[config.mk]
export PLATFORM = sky130hd
export DESIGN_NAME = uopq_dual_thread
export DESIGN_NICKNAME = d
export VERILOG_FILES = /design/src/rtl/uopq_pkg.sv /design/src/rtl/uopq_lane.sv /design/src/rtl/uopq_admit.sv /design/src/rtl/uopq_drain_arb.sv /design/src/rtl/uopq_dual_thread.sv
export SDC_FILE = /design/constraint.sdc
export NUM_CORES = 1
export LEC_CHECK = 0
export BUFFER_PORTS_ARGS = -buffer_cell sky130_fd_sc_hd__buf_2
export CORE_MARGIN = 2
export CORE_UTILIZATION = 61
export DETAILED_ROUTE_END_ITERATION = 12
export PLACE_DENSITY = 0.87
export SLEW_MARGIN = 10
export SYNTH_ARGS = -nofsm -noshare
export SYNTH_HDL_FRONTEND = slang
export SYNTH_HIERARCHICAL = 1
export SYNTH_SLANG_ARGS = --single-unit
[constraint.sdc]
create_clock -name clk -period 4.65 [get_ports clk]
set_clock_uncertainty 0.1 [all_clocks]
set_input_delay 0.93 -clock clk [delete_from_list [all_inputs] [get_ports clk]]
set_output_delay 0.93 -clock clk [all_outputs]
set_load 0.02 [all_outputs]
[src/rtl/uopq_pkg.sv]
package uopq_pkg;

    localparam int PAYLOAD_W = 16;
    localparam int NTHR      = 2;

    typedef enum logic [1:0] {
        SHARE_PART = 2'd0,
        SHARE_CAP  = 2'd1,
        SHARE_FULL = 2'd2
    } share_mode_e;

    typedef struct packed {
        logic                 tid;
        logic [PAYLOAD_W-1:0] data;
    } uop_t;

    // Largest number of entries a single thread may hold under a policy.
    function automatic int thread_limit(share_mode_e m, int depth, int cap);
        case (m)
            SHARE_PART: return depth / 2;
            SHARE_CAP:  return cap;
            default:    return depth;
        endcase
    endfunction

endpackage

[src/rtl/uopq_lane.sv]
module uopq_lane
    import uopq_pkg::*;
#(
    parameter int DEPTH = 8,
    localparam int CW = $clog2(DEPTH + 1)
) (
    input  logic          clk,
    input  logic          rst,
    input  logic          push,
    input  logic          pop,
    input  logic          flush,
    input  uop_t          din,
    output uop_t          head,
    output logic          empty,
    output logic [CW-1:0] cnt_o
);
    localparam int AW = (DEPTH > 1) ? $clog2(DEPTH) : 1;
    localparam logic [AW-1:0] LAST_IDX = AW'(DEPTH - 1);
    localparam logic [CW-1:0] FULL_C   = CW'(DEPTH);

    uop_t          mem [DEPTH];
    logic [AW-1:0] wr_q, rd_q;
    logic [CW-1:0] cnt_q;

    function automatic logic [AW-1:0] bump(input logic [AW-1:0] p);
        return (p == LAST_IDX) ? '0 : p + 1'b1;
    endfunction

    always_ff @(posedge clk) begin
        if (rst || flush) begin
            wr_q  <= '0;
            rd_q  <= '0;
            cnt_q <= '0;
        end else begin
            if (push) wr_q <= bump(wr_q);
            if (pop)  rd_q <= bump(rd_q);
            case ({push, pop})
                2'b10:   cnt_q <= cnt_q + 1'b1;
                2'b01:   cnt_q <= cnt_q - 1'b1;
                default: cnt_q <= cnt_q;
            endcase
        end
    end

    always_ff @(posedge clk) begin
        if (push && !flush) mem[wr_q] <= din;
    end

    assign head  = mem[rd_q];
    assign empty = (cnt_q == '0);
    assign cnt_o = cnt_q;

    // admission never pushes into a full lane
    p_lane_no_overflow_r10: assert property (@(posedge clk) disable iff (rst)
        push |-> cnt_q < FULL_C);
    // the arbiter never drains an empty lane
    p_lane_no_underflow_r6: assert property (@(posedge clk) disable iff (rst)
        pop |-> cnt_q != '0);
    // flush leaves the lane empty
    p_flush_clears_r8: assert property (@(posedge clk) disable iff (rst)
        flush |=> cnt_q == '0);

endmodule

[src/rtl/uopq_admit.sv]
module uopq_admit
    import uopq_pkg::*;
#(
    parameter int DEPTH = 8,
    parameter int CAP = 6,
    parameter share_mode_e MODE = SHARE_CAP,
    localparam int CW = $clog2(DEPTH + 1)
) (
    input  logic          clk,
    input  logic          rst,
    input  logic [1:0]    vld,
    input  logic [1:0]    flush,
    input  logic [CW-1:0] occ0,
    input  logic [CW-1:0] occ1,
    output logic [1:0]    rdy
);
    localparam int LIMIT = thread_limit(MODE, DEPTH, CAP);
    localparam logic [CW-1:0] LIM_C   = CW'(LIMIT);
    localparam logic [CW:0]   DEPTH_C = (CW + 1)'(DEPTH);
    localparam logic [CW:0]   LAST_C  = (CW + 1)'(DEPTH - 1);

    logic [CW:0] total;
    logic [1:0]  own_ok;
    logic        one_left, clash;
    logic        prio_q;      // 0: thread 0 wins the next conflict

    always_comb begin
        total     = {1'b0, occ0} + {1'b0, occ1};
        one_left  = (total == LAST_C);
        own_ok[0] = (occ0 < LIM_C) && (total < DEPTH_C) && !flush[0];
        own_ok[1] = (occ1 < LIM_C) && (total < DEPTH_C) && !flush[1];
        clash     = (&own_ok) && (&vld) && one_left;
        rdy[0]    = own_ok[0] && !(clash && prio_q);
        rdy[1]    = own_ok[1] && !(clash && !prio_q);
    end

    always_ff @(posedge clk) begin
        if (rst)        prio_q <= 1'b0;
        else if (clash) prio_q <= ~prio_q;
    end

    // R3 (also R2, R4 by policy): per-thread occupancy stays within the limit
    p_occ_limit_r3: assert property (@(posedge clk) disable iff (rst)
        (occ0 <= LIM_C) && (occ1 <= LIM_C));
    // both threads together never exceed the depth
    p_total_bound_r10: assert property (@(posedge clk) disable iff (rst)
        total <= DEPTH_C);
    // with a single free slot, at most one thread is admitted
    p_one_slot_r9: assert property (@(posedge clk) disable iff (rst)
        (one_left && (&vld)) |-> !(&rdy));
    // a thread at its limit is held off
    p_at_limit_stop_r2: assert property (@(posedge clk) disable iff (rst)
        (occ0 == LIM_C) |-> !rdy[0]);

endmodule

[src/rtl/uopq_drain_arb.sv]
module uopq_drain_arb (
    input  logic       clk,
    input  logic       rst,
    input  logic [1:0] avail,
    input  logic [1:0] stall,
    input  logic [1:0] flush,
    output logic [1:0] grant
);
    logic [1:0] elig;
    logic       last_q;   // thread served most recently

    always_comb begin
        elig = avail & ~stall & ~flush;
        if (&elig) grant = last_q ? 2'b01 : 2'b10;
        else       grant = elig;
    end

    always_ff @(posedge clk) begin
        if (rst)         last_q <= 1'b1;
        else if (|grant) last_q <= grant[1];
    end

    // at most one thread drains per cycle
    p_one_out_r6: assert property (@(posedge clk) disable iff (rst)
        $onehot0(grant));
    // stalled threads are skipped
    p_skip_stalled_r6: assert property (@(posedge clk) disable iff (rst)
        (grant & stall) == 2'b00);
    // alternation under contention
    p_rr_to_t1_r7: assert property (@(posedge clk) disable iff (rst)
        ((&elig) && $past(grant) == 2'b01) |-> grant == 2'b10);
    p_rr_to_t0_r7: assert property (@(posedge clk) disable iff (rst)
        ((&elig) && $past(grant) == 2'b10) |-> grant == 2'b01);

endmodule

[src/rtl/uopq_dual_thread.sv]
module uopq_dual_thread
    import uopq_pkg::*;
#(
    parameter int DEPTH = 8,
    parameter int CAP = 6,
    parameter share_mode_e MODE = SHARE_CAP,
    localparam int CW = $clog2(DEPTH + 1)
) (
    input  logic                 clk,
    input  logic                 rst,
    input  logic                 t0_valid_i,
    input  logic [PAYLOAD_W-1:0] t0_data_i,
    output logic                 t0_ready_o,
    input  logic                 t1_valid_i,
    input  logic [PAYLOAD_W-1:0] t1_data_i,
    output logic                 t1_ready_o,
    input  logic [1:0]           stall_i,
    input  logic [1:0]           flush_i,
    output logic                 out_valid_o,
    output logic                 out_thread_o,
    output logic [PAYLOAD_W-1:0] out_data_o,
    output logic [CW-1:0]        occ0_o,
    output logic [CW-1:0]        occ1_o
);
    logic [1:0]    vld, rdy, push, grant, avail;
    uop_t          din  [NTHR];
    uop_t          head [NTHR];
    logic [1:0]    empty;
    logic [CW-1:0] occ  [NTHR];
    uop_t          sel;

    assign vld  = {t1_valid_i, t0_valid_i};
    assign push = vld & rdy;

    always_comb begin
        din[0] = '{tid: 1'b0, data: t0_data_i};
        din[1] = '{tid: 1'b1, data: t1_data_i};
    end

    for (genvar g = 0; g < NTHR; g++) begin : g_lane
        uopq_lane #(.DEPTH(DEPTH)) u_lane (
            .clk   (clk),
            .rst   (rst),
            .push  (push[g]),
            .pop   (grant[g]),
            .flush (flush_i[g]),
            .din   (din[g]),
            .head  (head[g]),
            .empty (empty[g]),
            .cnt_o (occ[g])
        );
    end

    uopq_admit #(.DEPTH(DEPTH), .CAP(CAP), .MODE(MODE)) u_admit (
        .clk   (clk),
        .rst   (rst),
        .vld   (vld),
        .flush (flush_i),
        .occ0  (occ[0]),
        .occ1  (occ[1]),
        .rdy   (rdy)
    );

    assign avail = ~empty;

    uopq_drain_arb u_arb (
        .clk   (clk),
        .rst   (rst),
        .avail (avail),
        .stall (stall_i),
        .flush (flush_i),
        .grant (grant)
    );

    assign sel          = grant[1] ? head[1] : head[0];
    assign out_valid_o  = |grant;
    assign out_thread_o = sel.tid;
    assign out_data_o   = sel.data;
    assign t0_ready_o   = rdy[0];
    assign t1_ready_o   = rdy[1];
    assign occ0_o       = occ[0];
    assign occ1_o       = occ[1];

    // stored tag agrees with the lane chosen by the arbiter
    p_tag_match_r1: assert property (@(posedge clk) disable iff (rst)
        out_valid_o |-> out_thread_o == grant[1]);
    // flushing thread 0 leaves an idle thread 1 unchanged
    p_flush_keeps_other_r8: assert property (@(posedge clk) disable iff (rst)
        (flush_i == 2'b01 && !push[1] && !grant[1]) |=> occ[1] == $past(occ[1]));

endmodule

# [Word-level counts from Yosys, hierarchy flattened]
# Memories as Yosys holds them, arrays and structs flattened. A register that Yosys moved wholly into a read port is not among the register bits.
# Cells that the tools add are included.
[word_totals] out_inout_bits=28 ram_bits=256 input_bits=40 word_cells=82 mem_count=2 regBits=22
[memory_table] memory="g_lane[0].u_lane.mem" depth=8 word_bits=16 rd=1 rd_clocked_by_memory_dff=1 wr=1 line_no="uopq_lane.sv:21" source="uop_t mem [DEPTH];"
[memory_table] memory="g_lane[1].u_lane.mem" depth=8 word_bits=16 rd=1 rd_clocked_by_memory_dff=1 wr=1 line_no="uopq_lane.sv:21"
[classes] n_eq_ne=9 magnitude_cmp=3 bitwise_logic=7 addsub=9 mux=17 n_reduce_logical=27
[op_table] cell="3-bit 2-to-1 mux" count=8
[op_table] cell="17-bit 2-to-1 mux" count=1
[op_table] cell="4-bit case mux with 2 select lines" count=2
[op_table] cell="3-bit by 1-bit adder with 3-bit output, second input constant" count=4
[op_table] cell="3-bit == test, second input constant" count=4
[op_table] cell="1-bit logical AND" count=12
[op_table] cell="4-bit by 1-bit adder with 4-bit output, second input constant" count=2
[op_table] cell="4-bit logical NOT" count=2
[op_table] cell="4-bit by 3-bit less-than comparator with 1-bit output, second input constant" count=2
[op_table] cell="4-bit by 1-bit subtractor with 4-bit output, second input constant" count=2
[op_table] cell="2-bit bitwise AND" count=3
[op_table] cell="2-bit NOT" count=3
[op_table] cell="2-bit AND reduction" count=3
[op_table] cell="4-bit by 4-bit adder with 5-bit output" count=1
[op_table] cell="5-bit by 3-bit == test with 1-bit output, second input constant" count=1
[op_table] cell="1-bit logical NOT" count=5
[op_table] cell="5-bit by 4-bit less-than comparator with 1-bit output, second input constant" count=1
[op_table] cell="2-bit by 1-bit == test with 1-bit output, second input constant" count=2
[op_table] cell="2-bit == test, second input constant" count=2
[op_table] cell="1-bit 2-to-1 mux" count=4
[op_table] cell="2-bit 2-to-1 mux" count=2
[op_table] cell="2-bit nonzero test" count=2
[op_table] cell="1-bit logical OR" count=2
[op_table] cell="2-bit OR reduction" count=1
[op_table] cell="1-bit NOT" count=1

# [Longest topological paths before layout]
# Gate-level depths: netlist of the first run.
[logic_depth] word_depth=14 ltp_mapped=15 depth_no_buf=15

# [By module]
# The synthesis of the first run kept the hierarchy.
[modules_own_cells] module="uopq_lane at g_lane[1].u_lane" seq_area_each_um2=4344.2 cells_per_inst=274 area_per_inst_um2=5875.6 instances=1
[modules_own_cells] module="uopq_lane at g_lane[0].u_lane" seq_area_each_um2=4344.2 cells_per_inst=274 area_per_inst_um2=5866.9 instances=1
[modules_own_cells] module="uopq_dual_thread" seq_area_each_um2=0.0 cells_per_inst=26 area_per_inst_um2=290.3 instances=1
[modules_own_cells] module="uopq_admit" seq_area_each_um2=20.0 cells_per_inst=25 area_per_inst_um2=249.0 instances=1
[modules_own_cells] module="uopq_drain_arb" seq_area_each_um2=20.0 cells_per_inst=8 area_per_inst_um2=71.3 instances=1

# [Worst setup path before layout of the first run]
# Ideal clock, no wire load.
[synth_timing] kind="register to register" start="register g_lane[0].u_lane.cnt_q[1]" end="memory g_lane[1].u_lane/mem[0][0] (netlist name), enable pin" stages_incl_launch_ff=9 slack_ns=-0.086 synth_period_minus_slack_ns=4.736 required_ns=4.115 arrival_time_ns=4.201 setup_time_ns=0.435 n_path_buf=0 path_cell_list="dfxtp_1 ha_1 a21o_1 a211o_1 and2_4 nor4b_2 and2_1 nand2b_1 nor4_1"
[synth_between] elab_chain_cells=14 elab_cells_between_ends=18 cone_classes="1 x add/sub; 2 x order compare; 1 x eq/ne; 2 x mux; 1 x bitwise; 11 x reduce/logical"
[synth_rtl] item="from (decl)" line_no="uopq_lane.sv:23" source="logic [CW-1:0] cnt_q;"
[synth_rtl] item="from (signal assigned)" line_no="uopq_lane.sv:38" source="2'b10: cnt_q <= cnt_q + 1'b1;"
[synth_rtl] item="from (signal assigned)" line_no="uopq_lane.sv:39" source="2'b01: cnt_q <= cnt_q - 1'b1;"
[synth_rtl] item="from (signal assigned)" line_no="uopq_lane.sv:40" source="default: cnt_q <= cnt_q;"
[synth_rtl] item="4-bit by 4-bit adder with 5-bit output" line_no="uopq_admit.sv:28" source="total = {1'b0, occ0} + {1'b0, occ1};"
[synth_rtl] item="5-bit by 4-bit less-than comparator with 1-bit output" line_no="uopq_admit.sv:30, uopq_admit.sv:31"
[synth_rtl] item="1-bit logical AND, on equally long branches (2 in a row)" line_no="uopq_admit.sv:30, uopq_admit.sv:31"
[synth_rtl] item="2-bit AND reduction" line_no="uopq_admit.sv:32" source="clash = (&own_ok) && (&vld) && one_left;"
[synth_rtl] item="1-bit logical AND (2 in a row)" line_no="uopq_admit.sv:32"
[synth_rtl] item="1-bit logical AND" line_no="uopq_admit.sv:34" source="rdy[1] = own_ok[1] && !(clash && !prio_q);"
[synth_rtl] item="1-bit logical NOT" line_no="uopq_admit.sv:34"
[synth_rtl] item="1-bit logical AND (*)" line_no="uopq_admit.sv:34"
[synth_rtl] item="via t1_ready_o" line_no="uopq_dual_thread.sv:16" source="output logic t1_ready_o,"
[synth_rtl] item="2-bit bitwise AND (*)" line_no="uopq_dual_thread.sv:33" source="assign push = vld & rdy;"
[synth_rtl] item="via push[1]" line_no="uopq_dual_thread.sv:25" source="logic [1:0] vld, rdy, push, grant, avail;"
[synth_rtl] item="1-bit logical AND (*)" line_no="uopq_lane.sv:46" source="if (push && !flush) mem[wr_q] <= din;"
[synth_rtl] item="1-bit 2-to-1 mux (*)" line_no="uopq_lane.sv:46"
[synth_rtl] item="1-bit 2-to-1 mux (not written as such) (*)" line_no="uopq_lane.sv:46"
[synth_rtl] item="to (decl)" line_no="uopq_lane.sv:21"
# The timed path passes the listed nets; every way through them passes the cells marked *.

# [Worst setup path after layout of the first run]
[layout_timing] start="register g_lane[0].u_lane.cnt_q[1]" end="output out_data_o[14]"
[layout_between] elab_chain_cells=7
[layout_rtl] item="4-bit logical NOT" line_no="uopq_lane.sv:50" source="assign empty = (cnt_q == '0);"
[layout_rtl] item="via empty[0]" line_no="uopq_dual_thread.sv:28" source="logic [1:0] empty;"
[layout_rtl] item="2-bit NOT" line_no="uopq_dual_thread.sv:64" source="assign avail = ~empty;"
[layout_rtl] item="via avail[0]" line_no="uopq_dual_thread.sv:25"
[layout_rtl] item="2-bit bitwise AND (2 in a row)" line_no="uopq_drain_arb.sv:13" source="elig = avail & ~stall & ~flush;"
[layout_rtl] item="2-bit AND reduction" line_no="uopq_drain_arb.sv:14" source="if (&elig) grant = last_q ? 2'b01 : 2'b10;"
[layout_rtl] item="2-bit 2-to-1 mux" line_no="uopq_drain_arb.sv:14"
[layout_rtl] item="via grant[1]" line_no="uopq_dual_thread.sv:25"
[layout_rtl] item="17-bit 2-to-1 mux" line_no="uopq_dual_thread.sv:75" source="assign sel = grant[1] ? head[1] : head[0];"
[layout_rtl] item="to (decl)" line_no="uopq_dual_thread.sv:21" source="output logic [PAYLOAD_W-1:0] out_data_o,"
# The timed path passes the listed nets, and every way through them passes these cells.

==> impl_results.md, run 1 <==
- Sequential area share after synthesis: 70.7%
- Synth warn: 6
- Pint: 4.47 mW
- Tmin final: 4.20 ns
- Final setup violation count: 0
- Resized cells post-CTS: 0
- Commonest cells in the netlist: edfxtp_1 (272), mux4_1 (51), mux2_2 (42)
- Crit-path cells: nor4_1 > inv_1 > or3b_4 > o21a_1 > mux2_2 > buf_2
- Arrival time worst endpoint: 3.17 ns
- Final worst slack: 0.455 ns
- Max Cap Violations: 0
- Initial drt markers: 569
- Largest family of logic cells by synthesized area: multiplexers
- EDFF count, synth: 272
- RSZ-0062 raised after global routing: false
- Die Y: 146 um
- Vias: 6197
- Total core area: 20000 um2
- Worst-Margin Slew: 1.25 ns
- Residual DRC: 0
- # H-tree levels: 1
- CTS tree: yes
- Clock Power Share: 43.6%
- First-pass GRT wire length: 38400 um
- Vias in the first global route: 6499
- Worst hold margin: 0.402 ns
- Sequential share of power: 53.7%
- Hold Crit Class: reg2reg
- IO Pins: 68
- GRT overflow: 0
- Switch share: 18.8%
- Routed WL: 25400 um
- Post-CTS setup buffers: 0
- Yosys cell types: 51
- Synth Area in XOR/XNOR: 0.496%
- CTS Buf Count: 29
- Synth Register Bits: 300
- Post-CTS Hold Buffers: 0
- CP required: 3.62 ns
- Crit end category: primary output
- Crit-path max cell delay: 0.94 ns
- CP Launch Type: flop
- Async SR Flop Fraction: 0%
- Worst path slowest cell: o21a_1
- Vias/cell: 6.15
- TNS Setup: 0 ns
- Avg Inst Size Synth: 20.4 um2
- Top cells by area, synth: edfxtp_1 (66%), mux4_1 (11%), dfxtp_1 (4.5%)
- Area grow syn2layout: 14.1%
- Post-route ant nets: 0
- Pre-CTS setup slack: 0.747 ns
- Comb pwr share: 2.7%
- Switch Pwr: 1.04 mW
- Worst-path clk slew: 0.06 ns
- DP HPWL: 14900 um
- Leak Pwr: 4.84 nW
- Max FO, Critical Path: 21
- Setup CP Type: reg2out
- Full die area: 21400 um2
- Hold Fails Final Rpt: 0
- Area leader, netlist: edfxtp_1
- Worst slew margin relative to its limit: 16.7%
- Gp weighted congestion: 0.791
- Maximum vdd drop: 0.254 mV
- Initial core utilization: 61.6%
- Total power: 5.51 mW
- Count leader, synth: edfxtp_1
- CP top delay family: compound AO/OA/AOI/OAI gates
- Synthesized instance count: 607
- Area share of fa/ha/maj cells after synthesis: 1.99%
- Nets: 774
- Post-synthesis mux area share: 19.7%
- Worst skew pair latency: 0.53 ns
- Status: complete, no violations
- Largest net degree at the start of global routing: 35
- Root Buffer Master: clkbuf_16
- Rows: 52
- Main synth FF type: edfxtp_1
- Initial antenna violation count: 5
- All-Layer GR Usage: 24.2%
- Port bufs: 67
- Clk sink count: 300
- Mapped Area: 12400 um2
- Worst Path Buf+Inv: 2
- Max clock buf depth: 3
- Peak Freq: 0.238 GHz
- Post-synthesis simple-gate area fraction: 3.94%
- Final period util: 90.2%
- Die width: 146 um
- First-pass iteration count of the detailed router: 5
- Share of Yosys cell area claimed by the top area cell type: 66.1%
- Area fraction in compound gates after synthesis: 1.46%
- Max Slew Vio Count: 0
- Avg WL per Cell: 25.2 um
- Cell area power density: 391 nW/um2
- Fraction of layout cells with a size suffix above 1: 29.3%
-- per-stage QoR --
step / utilization [%] / instance area (um2) / cells
finish: 70.3 / 14100 / 1008
global route: 70.3 / 14100 / 1008
CTS: 70.3 / 14100 / 1007
detailed placement: 65.4 / 13100 / 954
global placement: 65.4 / 13100 / 954
floorplan: - / 12400 / 621
-- metal layers --
layer / vias up / GRT usage (%) / wire length, um
met5: - / 0 / 21
met2: 237 / 41.1 / 12900
met4: 4 / 7.52 / 647
met3: 43 / 5.09 / 1880
met1: 3195 / 32.0 / 9890
li1: 2718 / - / -
-- path summary, 6_finish.rpt --
check | startpoint | endpoint | slack, ns | depth (start not counted)
worst max-delay path | g_lane[0].u_lane/cnt_o[1] | out_data_o[14] | 0.45 | 6
worst min-delay path | u_arb/last_q | u_arb/last_q | 0.40 | 1
worst max register to register | g_lane[0].u_lane/cnt_o[0] | g_lane[1].u_lane/cnt_o[2] | 0.78 | 15
worst min register to register | u_arb/last_q | u_arb/last_q | 0.40 | 1
-- power groups by stage --
stage | clock, mW | sequential (mW) | combinational (mW)
global placement | 0 | 3.01 | 0.136
global route | 2.53 | 2.96 | 0.161
floorplan | 0 | 3.02 | 0.0748
finish | 2.40 | 2.96 | 0.149
detailed placement | 0 | 3.02 | 0.145
CTS | 2.43 | 2.96 | 0.147
-- layout by cell type (no fill, tap or decap), types with 3 or more instances in the layout --
cell type,count
edfxtp_1,272
buf_2,67
mux4_1,51
mux2_2,42
nor2_1,41
clkbuf_16,29
dfxtp_1,26
buf_4,22
ha_1,18
mux4_2,17
conb_1,16
a21oi_1,12
mux2_4,9
nand2_1,9
mux2i_1,9
clkbuf_1,8
inv_1,7
xor2_1,7
clkbuf_8,6
bufinv_16,4
clkinv_2,4
nand3b_1,3
nand2b_1,3
nor4_1,3
or3_1,3
nor2b_1,3
nor4b_1,3
-- state kept, by name, indices dropped and copies added, names as in the netlist, named ones only --
register and cells:
g_lane.u_lane/wr_q 6, g_lane.u_lane/mem 272, u_admit/prio_q 1, g_lane.u_lane/cnt_o 8, g_lane.u_lane/rd_q 6, u_arb/last_q 1
-- area by class of cell --
| class | count | area, um2 |
|---|---|---|
| flip-flops and latches | 300 | 8730 |
| fillers | 1200 | 5940 |
| multi-input cells | 288 | 3510 |
| clock buffers | 43 | 838 |
| repair buffers | 89 | 500 |
| well taps | 270 | 338 |
| clock inverters | 10 | 151 |
| inverters | 7 | 26.3 |
| diodes | 1 | 2.50 |
-- cells by family (layout without fill, tap and decap cells) --
logic type               after synthesis  count (layout)
other                                  2              17
AO/OA/AOI/OAI                         25              25
adder cells (fa/ha/maj)               19              19
multiplexers                         129             129
buffers and inverters                 33             149
flip-flops                           300             300
AND/OR/NAND/NOR                       92              92
XOR/XNOR                               7               7
(Power assumes the default switching activity.)
==> inputs of run 2 (changes only) <==
- CORE_UTILIZATION: 61 -> 63
- CTS_BUF_LIST: default -> sky130_fd_sc_hd__clkbuf_2
- PLACE_DENSITY: 0.87 -> 0.89
==> run 2 against run 1 <==
Effect of this change:
- flip-flop and latch count unchanged
- register-to-register slack improved by 0.04 ns
- first-iteration DRC count shrank 21%
- core utilization up 0.49 points
- cell area decreased by 2.8%
- critical path type unchanged
- largest cell class unchanged
==> impl_results.md, run 2 (synthesis results as in run 1) <==
- Worst Hold Launch: t1_data_i[3] (was u_arb/last_q)
- Area after DPL: 13100 um2 (about the same)
- Die width: 144 um (was 146 um)
- Crit path from: g_lane[0].u_lane/cnt_o[1] (unchanged)
- Max Slew Vio Count: 0 (unchanged)
- Crit-path cells: nor4_1 > inv_1 > or3b_4 > o21a_1 > buf_4 > mux2_4 > buf_2 (was nor4_1 > inv_1 > or3b_4 > o21a_1 > mux2_2 > buf_2)
- Number of flip-flops under the largest register name: 272 (unchanged)
- Hold Crit Class: in2reg (was reg2reg)
- Worst Path Buf+Inv: 3 (was 2)
- Initial antenna violation count: 2 (was 5)
- Root Buffer Master: clkbuf_2 (was clkbuf_16)
- Hold path endpoint: g_lane[1].u_lane/mem[5][3] (was u_arb/last_q)
- Die Y: 144 um (was 146 um)
- First-pass GRT wire length: 35800 um (was 38400 um)
- Area grow syn2layout: 10.9% (was 14.1%)
- Vias/cell: 5.99 (was 6.15)
- Minimum setup slack among reg-to-reg paths: 0.82 ns (was 0.78 ns)
- Final core occ: 70.8% (was 70.3%)
- Crit-path max cell delay: 0.71 ns (was 0.94 ns)
- Commonest non-fill, non-tap cells in the layout: edfxtp_1 (272), clkbuf_2 (103), buf_2 (67) (was edfxtp_1 (272), buf_2 (67), mux4_1 (51))
- Dpl cells: 948 (was 954)
- First-pass iteration count of the detailed router: 5 (unchanged)
- Setup CP Type: reg2out (unchanged)
- GRT overflow: 0 (unchanged)
- Top reg by flops: g_lane.u_lane/mem (unchanged)
- Pre-CTS setup slack: 0.781 ns (was 0.747 ns)
- CTS Buf Count: 72 (was 29)
- Worst skew pair latency: 0.80 ns (was 0.53 ns)
- Tmin final: 4.39 ns (was 4.20 ns)
- Max clock buf depth: 3 (unchanged)
- Routed WL: 24400 um (was 25400 um)
- Rows: 51 (was 52)
- Fill count: 1150 (was 1200)
- Arrival time worst endpoint: 3.36 ns (was 3.17 ns)
- Vias: 6396 (was 6197)
- DP HPWL: 15000 um (was 14900 um)
- CP Launch Type: flop (unchanged)
- Gp weighted congestion: 0.858 (was 0.791)
- Most common cell after layout, fill and taps aside: edfxtp_1 (unchanged)
- CTS tree: yes (unchanged)
- Worst path slowest cell: o21a_1 (unchanged)
- Worst-path clk slew: 0.10 ns (was 0.06 ns)
- Initial drt markers: 452 (was 569)
- Largest net degree at the start of global routing: 35 (unchanged)
- Resized cells post-CTS: 0 (unchanged)
- Maximum vdd drop: 0.176 mV (was 0.254 mV)
- RSZ-0062 raised after global routing: false (unchanged)
- Total power: 4.69 mW (was 5.51 mW)
- Switch Pwr: 1.05 mW (was 1.04 mW)
- Switch share: 22.3% (was 18.8%)
- Comb pwr share: 3.2% (was 2.7%)
- Design area: 13700 um2 (was 14100 um2)
- Full die area: 20700 um2 (was 21400 um2)
- Final worst slack: 0.261 ns (was 0.455 ns)
- IO Pins: 68 (unchanged)
- Cell Count, Final, Fillers Out: 1067 (was 1008)
- Fraction of layout cells with a size suffix above 1: 35.1% (was 29.3%)
- Worst hold margin: 0.286 ns (was 0.402 ns)
- Leak Pwr: 4.83 nW (was 4.84 nW)
- Nets: 816 (was 774)
- Max FO, Critical Path: 18 (was 21)
- Avg WL per Cell: 22.8 um (was 25.2 um)
- Initial core utilization: 63.9% (was 61.6%)
- RR Endpoint: g_lane[1].u_lane/cnt_o[2] (unchanged)
- Sequential share of power: 63.0% (was 53.7%)
- Crit end category: primary output (unchanged)
- Pint: 3.64 mW (was 4.47 mW)
- Cell area power density: 342 nW/um2 (was 391 nW/um2)
- CP top delay family: compound AO/OA/AOI/OAI gates (unchanged)
- Post-CTS setup buffers: 0 (unchanged)
- Status: complete, no violations (unchanged)
- Hold Fails Final Rpt: 0 (unchanged)
- All-Layer GR Usage: 24.1% (was 24.2%)
- Reg2reg path depth: 15 (unchanged)
- Clk sink count: 300 (unchanged)
- Worst-Margin Slew: 1.07 ns (was 1.25 ns)
- Worst slew margin relative to its limit: 28.8% (was 16.7%)
- Post-CTS Hold Buffers: 0 (unchanged)
- TNS Setup: 0 ns (unchanged)
- Register area: 8730 um2 (unchanged)
- Peak Freq: 0.228 GHz (was 0.238 GHz)
- Final setup violation count: 0 (unchanged)
- Clock Power Share: 33.9% (was 43.6%)
- Hold path depth: 1 (unchanged)
- # H-tree levels: 3 (was 1)
- Vias in the first global route: 6674 (was 6499)
- Residual DRC: 0 (unchanged)
- Total core area: 19300 um2 (was 20000 um2)
- Area of the multi-input gates: 3510 um2 (unchanged)
- Final period util: 94.4% (was 90.2%)
- CP required: 3.62 ns (about the same)
- Port bufs: 67 (unchanged)
- Post-route ant nets: 0 (unchanged)
- Max Cap Violations: 0 (unchanged)
- R2r startpoint: g_lane[1].u_lane/cnt_o[0] (was g_lane[0].u_lane/cnt_o[0])
[run 2: cell count changes in the layout (fill, tap and decap cells not counted), sizes merged]
cell | before | now
diode | 1 | 2
clkinvlp | 1 | 0
clkinv | 5 | 11
clkbuf | 43 | 103
buf | 89 | 88
inv | 7 | 9
bufinv | 4 | 1
[run 2: final cells by class]
| cell class | instances | area share, % |
|---|---|---|
| tap | 265 | 2.42 |
| timing repair buffer | 88 | 3.60 |
| multi-input combinational | 288 | 25.6 |
| clock buffer | 103 | 3.76 |
| sequential | 300 | 63.8 |
| inverter | 7 | 0.192 |
| antenna | 2 | 0.0365 |
| clock inverter | 14 | 0.612 |
[run 2: how the worst max path moves through the flow]
stage / endpoint / cells past startpoint
after floorplan: g_lane[0].u_lane/mem[0][0] / 8
after global placement: out_data_o[8] / 6
after detailed placement: out_data_o[8] / 6
after CTS: out_data_o[8] / 7
after global routing: out_data_o[15] / 7
final: out_data_o[8] / 7
[run 2: layer usage]
metal	part of all wire [%]	track usage [%]	vias to the layer above
li1	-	-	2840
met1	38	29.6	3252
met2	52	41.6	253
met3	7.2	6.26	51
met4	2.4	9.39	0
met5	0	0	-
[run 2: worst reg2reg max path, cell delays in order, from the launching register on]
cell	delay (ns)
dfxtp_1	0.41
ha_1	0.25
fa_1	0.41
nor3b_1	0.20
nand3_1	0.15
and2_4	0.20
nor4b_2	0.26
and2_1	0.28
inv_1	0.11
ha_1	0.29
xor2_1	0.17
ha_1	0.19
a21oi_1	0.16
xor2_1	0.10
or3_1	0.31
a21oi_1	0.16
[run 2: power groups by stage]
stage	combinational (mW)	sequential (mW)	clock, mW
floorplan	0.0748	3.02	0
global placement	0.135	3.01	0
detailed placement	0.146	3.02	0
CTS	0.147	2.95	1.64
global route	0.160	2.96	1.76
finish	0.148	2.95	1.59
